===== config.mk =====
export PLATFORM = sky130hd
export DESIGN_NAME = alu_flag_unit
export DESIGN_NICKNAME = d
export VERILOG_FILES = /design/src/rtl/alu_flag_pkg.sv /design/src/rtl/alu_core.sv /design/src/rtl/flag_eval.sv /design/src/rtl/flag_store.sv /design/src/rtl/alu_flag_unit.sv
export SDC_FILE = /design/constraint.sdc
export NUM_CORES = 1
export LEC_CHECK = 0
export CAP_MARGIN = 20
export CELL_PAD_IN_SITES_DETAIL_PLACEMENT = 1
export CELL_PAD_IN_SITES_GLOBAL_PLACEMENT = 2
export CORE_MARGIN = 5
export CORE_UTILIZATION = 33
export DETAILED_ROUTE_END_ITERATION = 10
export GPL_TIMING_DRIVEN = 0
export MAX_ROUTING_LAYER = met4
export PLACE_DENSITY = 0.95
export SLEW_MARGIN = 20
export SYNTH_ARGS = -nofsm -noshare
export SYNTH_HDL_FRONTEND = slang
export SYNTH_SLANG_ARGS = --single-unit
export TNS_END_PERCENT = 1

===== constraint.sdc =====
create_clock -name clk -period 11.8 [get_ports clk]
set_input_delay 2.36 -clock clk [delete_from_list [all_inputs] [get_ports clk]]
set_output_delay 2.36 -clock clk [all_outputs]
set_load 0.1 [all_outputs]

===== src/rtl/alu_flag_pkg.sv =====
package alu_flag_pkg;

  typedef enum logic [2:0] {
    OP_ADD  = 3'd0,
    OP_ADC  = 3'd1,
    OP_SUB  = 3'd2,
    OP_SBB  = 3'd3,
    OP_AND  = 3'd4,
    OP_OR   = 3'd5,
    OP_XOR  = 3'd6,
    OP_PASS = 3'd7
  } alu_op_e;

  localparam int FLAG_W = 16;
  localparam int BIT_CF = 0;
  localparam int BIT_PF = 2;
  localparam int BIT_AF = 4;
  localparam int BIT_ZF = 6;
  localparam int BIT_SF = 7;
  localparam int BIT_TF = 8;
  localparam int BIT_IF = 9;
  localparam int BIT_DF = 10;
  localparam int BIT_OF = 11;
  localparam int NUM_CTL = 3;

  typedef struct packed {
    logic cf;
    logic pf;
    logic af;
    logic zf;
    logic sf;
    logic of;
  } status_t;

endpackage


===== src/rtl/alu_core.sv =====
module alu_core
  import alu_flag_pkg::*;
#(
  parameter int W = 16
) (
  input  logic [W-1:0] a,
  input  logic [W-1:0] b,
  input  alu_op_e      op,
  input  logic         word_mode,
  input  logic         cin,
  output logic [W-1:0] res,
  output logic         carry,
  output logic         aux,
  output logic         ovf
);
  localparam int HW = W / 2;

  logic [W:0]   a_e, b_e, sum, diff, raw;
  logic [W-1:0] lg;
  logic [4:0]   nib_sum, nib_diff;
  logic         ci, is_arith, is_sub, sa, sb, sr;

  always_comb begin
    a_e = word_mode ? {1'b0, a} : {{(W-HW+1){1'b0}}, a[HW-1:0]};
    b_e = word_mode ? {1'b0, b} : {{(W-HW+1){1'b0}}, b[HW-1:0]};
    is_arith = ~op[2];
    is_sub   = op[1];
    ci = (op == OP_ADC || op == OP_SBB) ? cin : 1'b0;
    sum  = a_e + b_e + {{W{1'b0}}, ci};
    diff = a_e - b_e - {{W{1'b0}}, ci};
    nib_sum  = {1'b0, a[3:0]} + {1'b0, b[3:0]} + {4'b0, ci};
    nib_diff = {1'b0, a[3:0]} - {1'b0, b[3:0]} - {4'b0, ci};
    unique case (op)
      OP_AND:  lg = a & b;
      OP_OR:   lg = a | b;
      OP_XOR:  lg = a ^ b;
      default: lg = a;
    endcase
    if (is_arith) raw = is_sub ? diff : sum;
    else          raw = {1'b0, lg};
    if (!word_mode) raw[W:HW] = '0;
    res = raw[W-1:0];

    sa = word_mode ? a_e[W-1] : a_e[HW-1];
    sb = word_mode ? b_e[W-1] : b_e[HW-1];
    sr = word_mode ? raw[W-1] : raw[HW-1];
    if (is_arith) begin
      carry = is_sub ? (word_mode ? diff[W] : diff[HW])
                     : (word_mode ? sum[W]  : sum[HW]);
      aux   = is_sub ? nib_diff[4] : nib_sum[4];
      ovf   = is_sub ? ((sa != sb) && (sr != sa))
                     : ((sa == sb) && (sr != sa));
    end else begin
      carry = 1'b0;
      aux   = 1'b0;
      ovf   = 1'b0;
    end
  end
endmodule


===== src/rtl/flag_eval.sv =====
module flag_eval #(
  parameter int W = 16
) (
  input  logic [W-1:0] res,
  input  logic         word_mode,
  output logic         sign,
  output logic         zero,
  output logic         parity
);
  localparam int HW = W / 2;

  always_comb begin
    sign   = word_mode ? res[W-1] : res[HW-1];
    zero   = word_mode ? (res == '0) : (res[HW-1:0] == '0);
    parity = ~^res[HW-1:0];
  end
endmodule


===== src/rtl/flag_store.sv =====
module flag_store
  import alu_flag_pkg::*;
(
  input  logic               clk,
  input  logic               rst_n,
  input  logic               update,
  input  status_t            st,
  input  logic [NUM_CTL-1:0] ctl_set,
  input  logic [NUM_CTL-1:0] ctl_clr,
  output logic [FLAG_W-1:0]  flags
);
  status_t            st_q;
  logic [NUM_CTL-1:0] ctl_q;

  always_ff @(posedge clk or negedge rst_n) begin
    if (!rst_n)      st_q <= '0;
    else if (update) st_q <= st;
  end

  for (genvar i = 0; i < NUM_CTL; i++) begin : g_ctl
    always_ff @(posedge clk or negedge rst_n) begin
      if (!rst_n)          ctl_q[i] <= 1'b0;
      else if (ctl_clr[i]) ctl_q[i] <= 1'b0;
      else if (ctl_set[i]) ctl_q[i] <= 1'b1;
    end
  end

  always_comb begin
    flags = '0;
    flags[BIT_CF] = st_q.cf;
    flags[BIT_PF] = st_q.pf;
    flags[BIT_AF] = st_q.af;
    flags[BIT_ZF] = st_q.zf;
    flags[BIT_SF] = st_q.sf;
    flags[BIT_OF] = st_q.of;
    for (int i = 0; i < NUM_CTL; i++) flags[BIT_TF + i] = ctl_q[i];
  end
endmodule


===== src/rtl/alu_flag_unit.sv =====
module alu_flag_unit
  import alu_flag_pkg::*;
#(
  parameter int W = 16
) (
  input  logic              clk,
  input  logic              rst_n,
  input  logic [W-1:0]      opa,
  input  logic [W-1:0]      opb,
  input  logic [2:0]        op,
  input  logic              word_mode,
  input  logic              update,
  input  logic              dir_set,
  input  logic              dir_clr,
  input  logic              ien_set,
  input  logic              ien_clr,
  input  logic              step_set,
  input  logic              step_clr,
  output logic [W-1:0]      result,
  output logic [FLAG_W-1:0] flags
);
  logic    carry, aux, ovf, sign, zero, parity;
  status_t st;

  alu_core #(.W(W)) core_i (
    .a(opa), .b(opb), .op(alu_op_e'(op)), .word_mode(word_mode),
    .cin(flags[BIT_CF]), .res(result), .carry(carry), .aux(aux), .ovf(ovf)
  );

  flag_eval #(.W(W)) eval_i (
    .res(result), .word_mode(word_mode),
    .sign(sign), .zero(zero), .parity(parity)
  );

  always_comb begin
    st.cf = carry;
    st.pf = parity;
    st.af = aux;
    st.zf = zero;
    st.sf = sign;
    st.of = ovf;
  end

  flag_store store_i (
    .clk(clk), .rst_n(rst_n), .update(update), .st(st),
    .ctl_set({dir_set, ien_set, step_set}),
    .ctl_clr({dir_clr, ien_clr, step_clr}),
    .flags(flags)
  );
endmodule


==> impl_results.md, run 1 <==
* Hold Path Cell Cnt at 2
* Maximum net fanout on the critical path at 10
* Drt total wl at 13.1 mm
* Class of the worst hold path: reg -> reg
* Count of final setup violators at 0
* Clock slew seen by the registers of the worst setup and hold paths at 0.04 ns
* Final max-slew violation count at 0
* Clock root buffer: clkbuf_16
* Slew of the pin with the lowest slew margin at 0.992 ns
* Post-route antenna net violation count at 0
* Worst Hold Slack at 0.484 ns
* Start point of the worst min-delay path: store_i.flags[9]$_DFFE_PN0P_
* Peak supply drop at 0.0000747 V
* Ranking of synthesized cells by area: ha_1 24%, inv_1 9.2%, mux4_2 8.3%
* First-pass GRT wire length at 21.4 mm
* Cts bufs inserted at 3
* Post-synthesis cell area at 0.00381 mm^2
* Share of Yosys cell area claimed by the top area cell type at 0.243
* Final cell utilization of the core at 0.418
* Reg-to-reg startpoint: store_i.flags[0]$_DFFE_PN0P_
* Die Area at 0.0138 mm^2
* Max_slew headroom at 0.337
* Critical path start-end classification: in -> out
* Horizontal extent of the die at 117 um
* Worst-skew pair later-pin latency at 0.24 ns
* Clk_skew at 0.00145 ns
* Total number of clock tree sinks at 9
* Dpl hpwl at 11.0 mm
* Cell Chain, Critical Path: clkbuf_1, buf_1, buf_2, nand3_1, fa_1, fa_1, o21ai_1, a22oi_1, a21boi_0, nor2_1, a2111oi_0, and2_1, clkdlybuf4s50_1
* Max-cap violations at 0
* Final antenna diode count at 0
* R2R Setup Slk at 7.93 ns
* Count of synthesis-stage warnings from yosys at 0
* Residual overflow from global routing at 0
* Number of levels in the clock H-tree at 1
* Top post-synthesis cells by count: 93 x inv_1, 74 x ha_1, 47 x nor2_1, 32 x nand2_1, 27 x a21oi_1
* CTS tree: built
* Overall via count from detail_route at 3861
* Count of endpoints failing hold in the final timing report at 0
* Area of the core at 0.0114 mm^2
* Largest net degree at the start of global routing at 11
* Critical-path top delay cell: clkdlybuf4s50_1
* Fraction of layout instances using a drive strength above 1 at 0.0800
* Longest individual stage delay on the worst path at 1.13 ns
* Post-synth top area cell: ha_1
* Critical Path Sink Type: output pin
* Most common cell in the synthesized netlist: inv_1
* Worst r2r path cells at 14
* 1st-iter DRT viols at 228
* Synth async-reset ratio at 1.00
* Synthesized area per cell at 7.64 um^2
* Count of buffering cells on the critical path with inverters included at 4
* Lkg Pwr at 2.31 nW
* Number of iterations in the first detailed-routing pass at 4
* Cell seen most often among critical-path stages: fa_1
* Post-synthesis register bit count at 9
* Max reg flops at 9
* Dominant delay contributor by cell family on the critical path: buffers and inverters
* Fin Setup TNS at 0 ns
* Final weighted congestion in routability-driven placement at 0.943
* Power Dens Cells at 97.8 mW/mm^2
* Die height at 117 um
* Overall track demand over capacity in global routing at 0.191
* Synth Instances at 498
* Worst setup SP type: input pin
* Nets@finish at 699
* I/O pin cnt at 77
* Deepest clock path buffer count at 2
* Synth cell types at 72
* RR Endpoint: store_i.flags[2]$_DFFE_PN0P_
* End point of the most critical hold path: store_i.flags[9]$_DFFE_PN0P_
* Vias in the first global route at 4160
* Worst Path Required at 9.44 ns
* Count of unresolved DRC violations after routing at 0
* Maximum clock rate at 97.7 MHz
* Count of cells resized by post-cts repair at 0
* Final critical delay including setup and external delays at 10.24 ns
* Setup repair after global routing missed its margin: false
* Antenna violations before repair at 0
* Area growth syn-to-layout at 25.0%
* Flip-flop cell with the highest count after synthesis: dfrtp_1
* Number of buffers added for setup after CTS at 0
* Starting utilization of the core area at 0.335
* Final Cycle Share at 0.868
* Data arrival time of the critical path at 7.88 ns
* Routed via count divided by cell count at 5.38
* Floorplan row count at 39
* IO Port Bufs at 67
* EDFF count, synth at 0
* Per-cell routed wire length at 18.2 um
* Sequential share of the synthesized area at 0.0592
* Result of the run: completed
* Hold buffer count at CTS at 0
## worst max path at each step
stage,from,endpoint,slack [ns],cells past startpoint
CTS,op[0],result[8],1.49,13
global route,op[0],result[8],1.23,13
detailed placement,op[0],result[8],1.48,13
global placement,op[0],result[8],1.57,13
finish,op[0],result[8],1.56,13
floorplan,op[0],result[14],2.14,14
## routing by layer
metal	track usage	routed length, um	vias up
met3	0.0130	595	19
met2	0.345	6730	104
met4	0.0384	214	0
li1	-	-	1853
met5	-	0	-
met1	0.234	5560	1885
## stage by stage
stage / cells / power (mW) / worst slack [ns] / instance area [um^2]
6_report: 718 / 0.465 / 1.56 / 4760
5_1_grt: 718 / 0.493 / 1.23 / 4760
4_1_cts: 718 / 0.466 / 1.49 / 4760
3_5_place_dp: 714 / 0.403 / 1.48 / 4680
3_3_place_gp: 714 / 0.391 / 1.57 / 4680
2_1_floorplan: 504 / 0.308 / 2.14 / 3830
## power by group
part	switching, mW	internal [mW]
Sequential	0.00272	0.0355
Clock	0.0154	0.0452
Combinational	0.241	0.125
Total	0.259	0.206
## final cells by class
class                   count  area, um^2
multi-input cells         377        3120
fillers                  1448        6610
inverters                  95         359
plain buffers              23         124
well taps                 143         179
clock buffers               4        78.8
repair buffers             67         671
flip-flops and latches      9         225
## layout by cell type (no fill, tap or decap), types with 3 or more instances in the layout
cell	count
inv_1	93
ha_1	74
clkdlybuf4s50_1	67
nor2_1	47
nand2_1	32
a21oi_1	27
xnor2_1	23
o21ai_0	20
mux4_2	14
clkbuf_1	10
buf_4	9
dfrtp_1	9
a21o_1	8
o211ai_1	7
nor3_1	7
a31oi_1	7
conb_1	7
nand2b_1	6
mux2i_1	5
a211oi_1	5
o21a_1	5
xor2_1	4
nor2b_1	4
and2_1	4
and3_1	4
or2_2	4
nor4_1	4
fa_1	4
nand3_1	3
a2111oi_0	3
nand4_1	3
clkbuf_16	3
## worst register-to-register path, delay by kind of cell (launching register included)
family                     cells  cell delay (ns)
DFF                            1             0.40
muxes                          2             0.81
and+or+nand+nor                1             0.13
buffers and inverters          2             0.13
xor gates and xnor gates       3             0.42
AOI/OAI and AO/OA              3             0.83
adders and majority gates      3             1.04
## cell families (layout without fill, tap and decap cells)
group	after synthesis	after routing	share of synthesized area
other	1	7	0.000985
flip-flops	9	9	0.0592
adder cells (fa/ha/maj)	78	78	0.264
XOR/XNOR	27	27	0.0621
AND/OR/NAND/NOR	128	128	0.159
buffers and inverters	118	189	0.127
multiplexers	21	21	0.102
AO/OA/AOI/OAI	116	116	0.226
(Power assumes the default switching activity.)
==> inputs of run 2 (changes only) <==
CORE_MARGIN = default   (was 5)
GPL_TIMING_DRIVEN = default   (was 0)
==> run 2 against run 1 <==
  * Fmax rose by 4.3%
  * Sequential power barely moved
  * Routed wire length fell by 7.4%
  * Critical path type unchanged
==> impl_results.md, run 2 (synthesis gave the netlist of run 1 again) <==
* Result of the run: completed
* Area of the core at 0.0110 mm^2
* Hold buffer count at CTS at 0
* Total Power Consumption at 0.460 mW
* Start point of the worst min-delay path: store_i.flags[8]$_DFFE_PN0P_
* Per-cell routed wire length at 17.4 um
* RR Endpoint: store_i.flags[6]$_DFFE_PN0P_
* Count of buffering cells on the critical path with inverters included at 6
* Maximum clock rate at 102 MHz
* Maximum net fanout on the critical path at 21
* Final weighted congestion in routability-driven placement at 0.895
* Count of filler cells inserted in the layout at 1367
* Final max-slew violation count at 0
* Deepest clock path buffer count at 2
* Overall track demand over capacity in global routing at 0.215
* Cell internal pwr at 0.204 mW
* Final critical delay including setup and external delays at 9.82 ns
* Overall via count from detail_route at 3788
* Final Cycle Share at 0.832
* Post-placement cell area at 0.00460 mm^2
* Power dissipated by switching net loads at 0.256 mW
* Count of endpoints failing hold in the final timing report at 0
* Slew of the pin with the lowest slew margin at 0.987 ns
* Starting utilization of the core area at 0.345
* Max-cap violations at 0
* Sequential cell area at 225 um^2
* IO Port Bufs at 69
* Die height at 109 um
* Proportion of total power due to net switching at 0.556
* Clock root buffer: clkbuf_16
* Longest individual stage delay on the worst path at 1.13 ns
* Number of iterations in the first detailed-routing pass at 4
* End point of the most critical hold path: store_i.flags[8]$_DFFE_PN0P_
* Dpl hpwl at 9.96 mm
* Clk_skew at 0.00223 ns
* Fraction of layout instances using a drive strength above 1 at 0.0681
* Setup slack after layout at 1.98 ns
* Data arrival time of the critical path at 7.46 ns
* R2R Setup Slk at 7.81 ns
* Class of the worst hold path: reg -> reg
* Die Area at 0.0120 mm^2
* Max_slew headroom at 0.340
* Critical-path top delay cell: clkdlybuf4s50_1
* Peak supply drop at 0.000123 V
* Critical path start-end classification: in -> out
* Clock power frac at 0.131
* Most frequent cells in the layout: 93 x inv_1, 74 x ha_1, 69 x clkdlybuf4s50_1, 47 x nor2_1, 32 x nand2_1
* First-pass GRT wire length at 19.7 mm
* Most common cell after layout, fill and taps aside: inv_1
* Fin Setup TNS at 0 ns
* Setup repair after global routing missed its margin: false
* Residual overflow from global routing at 0
* Final antenna diode count at 0
* Routed via count divided by cell count at 5.43
* Horizontal extent of the die at 109 um
* CTS tree: built
* Total number of clock tree sinks at 9
* Drt total wl at 12.1 mm
* Area growth syn-to-layout at 22.9%
* Number of levels in the clock H-tree at 1
* Count of unresolved DRC violations after routing at 0
* Cell Chain, Critical Path: clkdlybuf4s50_1, buf_4, inv_1, nand3_1, inv_1, fa_1, inv_1, fa_1, nor2b_1, o211ai_1, a21oi_1, o41ai_1, xnor2_1, a2111oi_0, and2_1, clkdlybuf4s50_1
* Nets@finish at 682
* Dominant delay contributor by cell family on the critical path: buffers and inverters
* Power Dens Cells at 98.2 mW/mm^2
* Cts bufs inserted at 3
* Clock slew seen by the registers of the worst setup and hold paths at 0.04 ns
* Worst setup SP type: input pin
* Placement Setup Slack at 2.11 ns
* Worst-skew pair later-pin latency at 0.24 ns
* Hold Path Cell Cnt at 2
* Worst r2r path cells at 15
* Lkg Pwr at 2.27 nW
* Number of buffers added for setup after CTS at 0
* Largest net degree at the start of global routing at 26
* Cell seen most often among critical-path stages: inv_1
* Critical Path Sink Type: output pin
* Vias in the first global route at 4057
* Count of final setup violators at 0
* Area taken by multi-input logic gates at 0.00312 mm^2
* Floorplan row count at 38
* Final non-filler cell area at 0.00468 mm^2
* Reg-to-reg startpoint: store_i.flags[0]$_DFFE_PN0P_
* Count of cells resized by post-cts repair at 0
* Antenna violations before repair at 0
* I/O pin cnt at 77
* 1st-iter DRT viols at 122
* Post-route antenna net violation count at 0
* Max reg flops at 9
* Proportion of power drawn by flip-flops and latches at 0.084
* Worst Path Required at 9.44 ns
* Part of the total power dissipated in combinational logic at 0.786
## run 2: power groups by stage
stage,registers [mW],logic (mW),clock network (mW)
floorplan,0.0661,0.242,0
global placement,0.0388,0.351,0
detailed placement,0.0388,0.359,0
CTS,0.0385,0.361,0.0609
global route,0.0389,0.386,0.0629
finish,0.0385,0.361,0.0600
## run 2: worst reg2reg max path, delay by kind of cell, from the launching register on
kind	cells	cell delay (ns)
DFF	1	0.42
buffers and inverters	2	0.13
and+or+nand+nor	3	0.63
muxes	1	0.31
xor gates and xnor gates	1	0.17
AOI/OAI and AO/OA	5	1.36
adders and majority gates	3	0.87
## run 2: layout make-up
| class | instances | area share |
|---|---|---|
| Multi-Input combinational cell | 377 | 0.667 |
| Clock buffer | 4 | 0.0168 |
| Tap cell | 140 | 0.0374 |
| Timing Repair Buffer | 73 | 0.154 |
| Inverter | 95 | 0.0767 |
| Sequential cell | 9 | 0.0481 |
## run 2: per-layer routing
layer | vias to the layer above | part of all wire | track usage
met4 | 0 | 0.014 | 0.0505
met5 | - | 0 | -
li1 | 1819 | - | -
met3 | 15 | 0.029 | 0.00830
met2 | 102 | 0.50 | 0.390
met1 | 1852 | 0.46 | 0.262
## run 2: worst max path at each step
stage / from / to / slack [ns] / cells past startpoint
finish: op[2] / result[8] / 1.98 / 16
global placement: op[2] / result[8] / 2.14 / 16
detailed placement: op[2] / result[8] / 2.11 / 16
global route: word_mode / result[14] / 1.76 / 14
CTS: op[2] / result[8] / 2.09 / 16
floorplan: op[0] / result[14] / 2.14 / 14
## run 2: stage by stage
stage                     hold WS [ns]  utilization  instances
after floorplan                  0.505            -        504
after global placement           0.478        0.417        694
after detailed placement         0.506        0.417        694
after CTS                        0.513        0.424        698
after global routing             0.534        0.424        698
final                            0.500        0.424        698
==> inputs of run 3 (changes only) <==
CORE_UTILIZATION = 31   (was 33)
PLACE_DENSITY = 0.9   (was 0.95)
clock period = 10.26 ns   (was 11.8 ns; I/O delays follow)
==> run 3 against run 2 <==
  * Clock power up 13%
  * Setup slack worse by 0.48 ns
  * Critical path depth down 2
  * Die area grew 6.3%
  * Routed wire length grew 1.9%
  * Hold slack lost 0.0072 ns
==> impl_results.md, run 3 (synthesis gave the netlist of run 1 again) <==
* Result of the run: completed
* Fraction of layout instances using a drive strength above 1 at 0.0805
* Critical path start-end classification: in -> out
* Most common cell after layout, fill and taps aside: inv_1
* Area growth syn-to-layout at 23.0%
* Power Dens Cells at 112 mW/mm^2
* Final weighted congestion in routability-driven placement at 0.901
* Antenna violations before repair at 0
* Number of buffers added for setup after CTS at 0
* Horizontal extent of the die at 113 um
* IO Port Bufs at 69
* I/O pin cnt at 77
* Worst Path Required at 8.21 ns
* Cell Chain, Critical Path: clkdlybuf4s50_1, buf_4, clkinv_1, nor2_1, ha_1, inv_1, ha_1, and3_1, nand2_1, o21ba_2, xnor2_1, mux4_2, and2_1, clkdlybuf4s50_1
* Routed via count divided by cell count at 5.27
* Vias in the first global route at 3903
* CTS tree: built
* Critical Path Sink Type: output pin
* Final antenna diode count at 0
* Overall track demand over capacity in global routing at 0.203
* Clock root buffer: clkbuf_16
* Count of unresolved DRC violations after routing at 0
* Post-route antenna net violation count at 0
* Count of final setup violators at 0
* Setup repair after global routing missed its margin: false
* Per-cell routed wire length at 17.5 um
* Starting utilization of the core area at 0.317
* Total Power Consumption at 0.526 mW
* Hold buffer count at CTS at 0
* Final max-slew violation count at 0
* Cts bufs inserted at 3
* Final Cycle Share at 0.854
* Final critical delay including setup and external delays at 8.76 ns
* Dpl hpwl at 10.2 mm
* Max_slew headroom at 0.325
* Floorplan row count at 40
* Overall via count from detail_route at 3718
* Area of the core at 0.0120 mm^2
* Peak supply drop at 0.0000646 V
* Clk_skew at 0.00236 ns
* Maximum net fanout on the critical path at 20
* Worst setup SP type: input pin
* Lkg Pwr at 2.28 nW
* Slew of the pin with the lowest slew margin at 1.01 ns
* First-pass GRT wire length at 20.2 mm
* 1st-iter DRT viols at 148
* Total number of clock tree sinks at 9
* Max reg flops at 9
* Longest individual stage delay on the worst path at 0.96 ns
* Nets@finish at 683
* Critical-path top delay cell: clkdlybuf4s50_1
* Residual overflow from global routing at 0
* Count of cells resized by post-cts repair at 0
* Max-cap violations at 0
* Count of endpoints failing hold in the final timing report at 0
* Maximum clock rate at 114 MHz
* Clock slew seen by the registers of the worst setup and hold paths at 0.04 ns
* Drt total wl at 12.4 mm
* Most frequent cells in the layout: 93 x inv_1, 74 x ha_1, 63 x clkdlybuf4s50_1, 47 x nor2_1, 32 x nand2_1
* Largest net degree at the start of global routing at 26
* Number of levels in the clock H-tree at 1
* Die Area at 0.0127 mm^2
* Die height at 113 um
* Number of iterations in the first detailed-routing pass at 4
* Class of the worst hold path: reg -> reg
* Fin Setup TNS at 0 ns
* Final cell utilization of the core at 0.390
* Deepest clock path buffer count at 2
* Data arrival time of the critical path at 6.71 ns
* Worst-skew pair later-pin latency at 0.23 ns
-- run 3: changes by cell type in the layout (fill, tap and decap cells not counted), sizes merged --
cell / delta
clkdlybuf4s50: -6
buf: +7
-- run 3: worst max-delay path: cells and delay by family --
family	cells	cell delay [ns]
adder cells (fa/ha/maj)	2	0.64
multiplexers	1	0.49
buffers and inverters	5	2.29
XOR/XNOR	1	0.14
AO/OA/AOI/OAI	1	0.24
AND/OR/NAND/NOR	4	0.86
-- run 3: path summary, 6_finish.rpt --
check	slack, ns	to	start	depth (start not counted)
min in group asynchronous	2.12	store_i.flags[2]$_DFFE_PN0P_	rst_n	1
worst min register to register	0.49	store_i.flags[9]$_DFFE_PN0P_	store_i.flags[9]$_DFFE_PN0P_	2
worst max register to register	6.11	store_i.flags[6]$_DFFE_PN0P_	store_i.flags[0]$_DFFE_PN0P_	15
worst min-delay path	0.49	store_i.flags[9]$_DFFE_PN0P_	store_i.flags[9]$_DFFE_PN0P_	2
max in group asynchronous	7.85	store_i.flags[6]$_DFFE_PN0P_	rst_n	1
worst max-delay path	1.50	result[11]	word_mode	14
-- run 3: area by class of cell --
class	instances	area, um^2
sequential	9	225
fill	1479	7330
multi-input combinational	377	3120
clock buffer	4	78.8
inverter	95	359
tap	147	184
timing repair buffer	74	713
-- run 3: report_power, final --
part,internal (mW),switching [mW]
Combinational,0.141,0.273
Clock,0.0518,0.0159
Sequential,0.0409,0.00302
Total,0.234,0.292
-- run 3: per-stage QoR --
step | hold WS, ns | std cells | worst slack [ns] | instance area [um^2]
floorplan | 0.505 | 504 | 1.21 | 3830
global placement | 0.476 | 702 | 1.62 | 4600
detailed placement | 0.493 | 702 | 1.50 | 4600
CTS | 0.498 | 706 | 1.49 | 4680
global route | 0.532 | 706 | 1.16 | 4680
finish | 0.493 | 706 | 1.50 | 4680
-- run 3: metal layers --
metal | routed length, um | global-route usage | vias up
li1 | - | - | 1826
met1 | 5520 | 0.247 | 1817
met2 | 6270 | 0.367 | 61
met3 | 320 | 0.00750 | 14
met4 | 254 | 0.0524 | 0
met5 | 0 | - | -
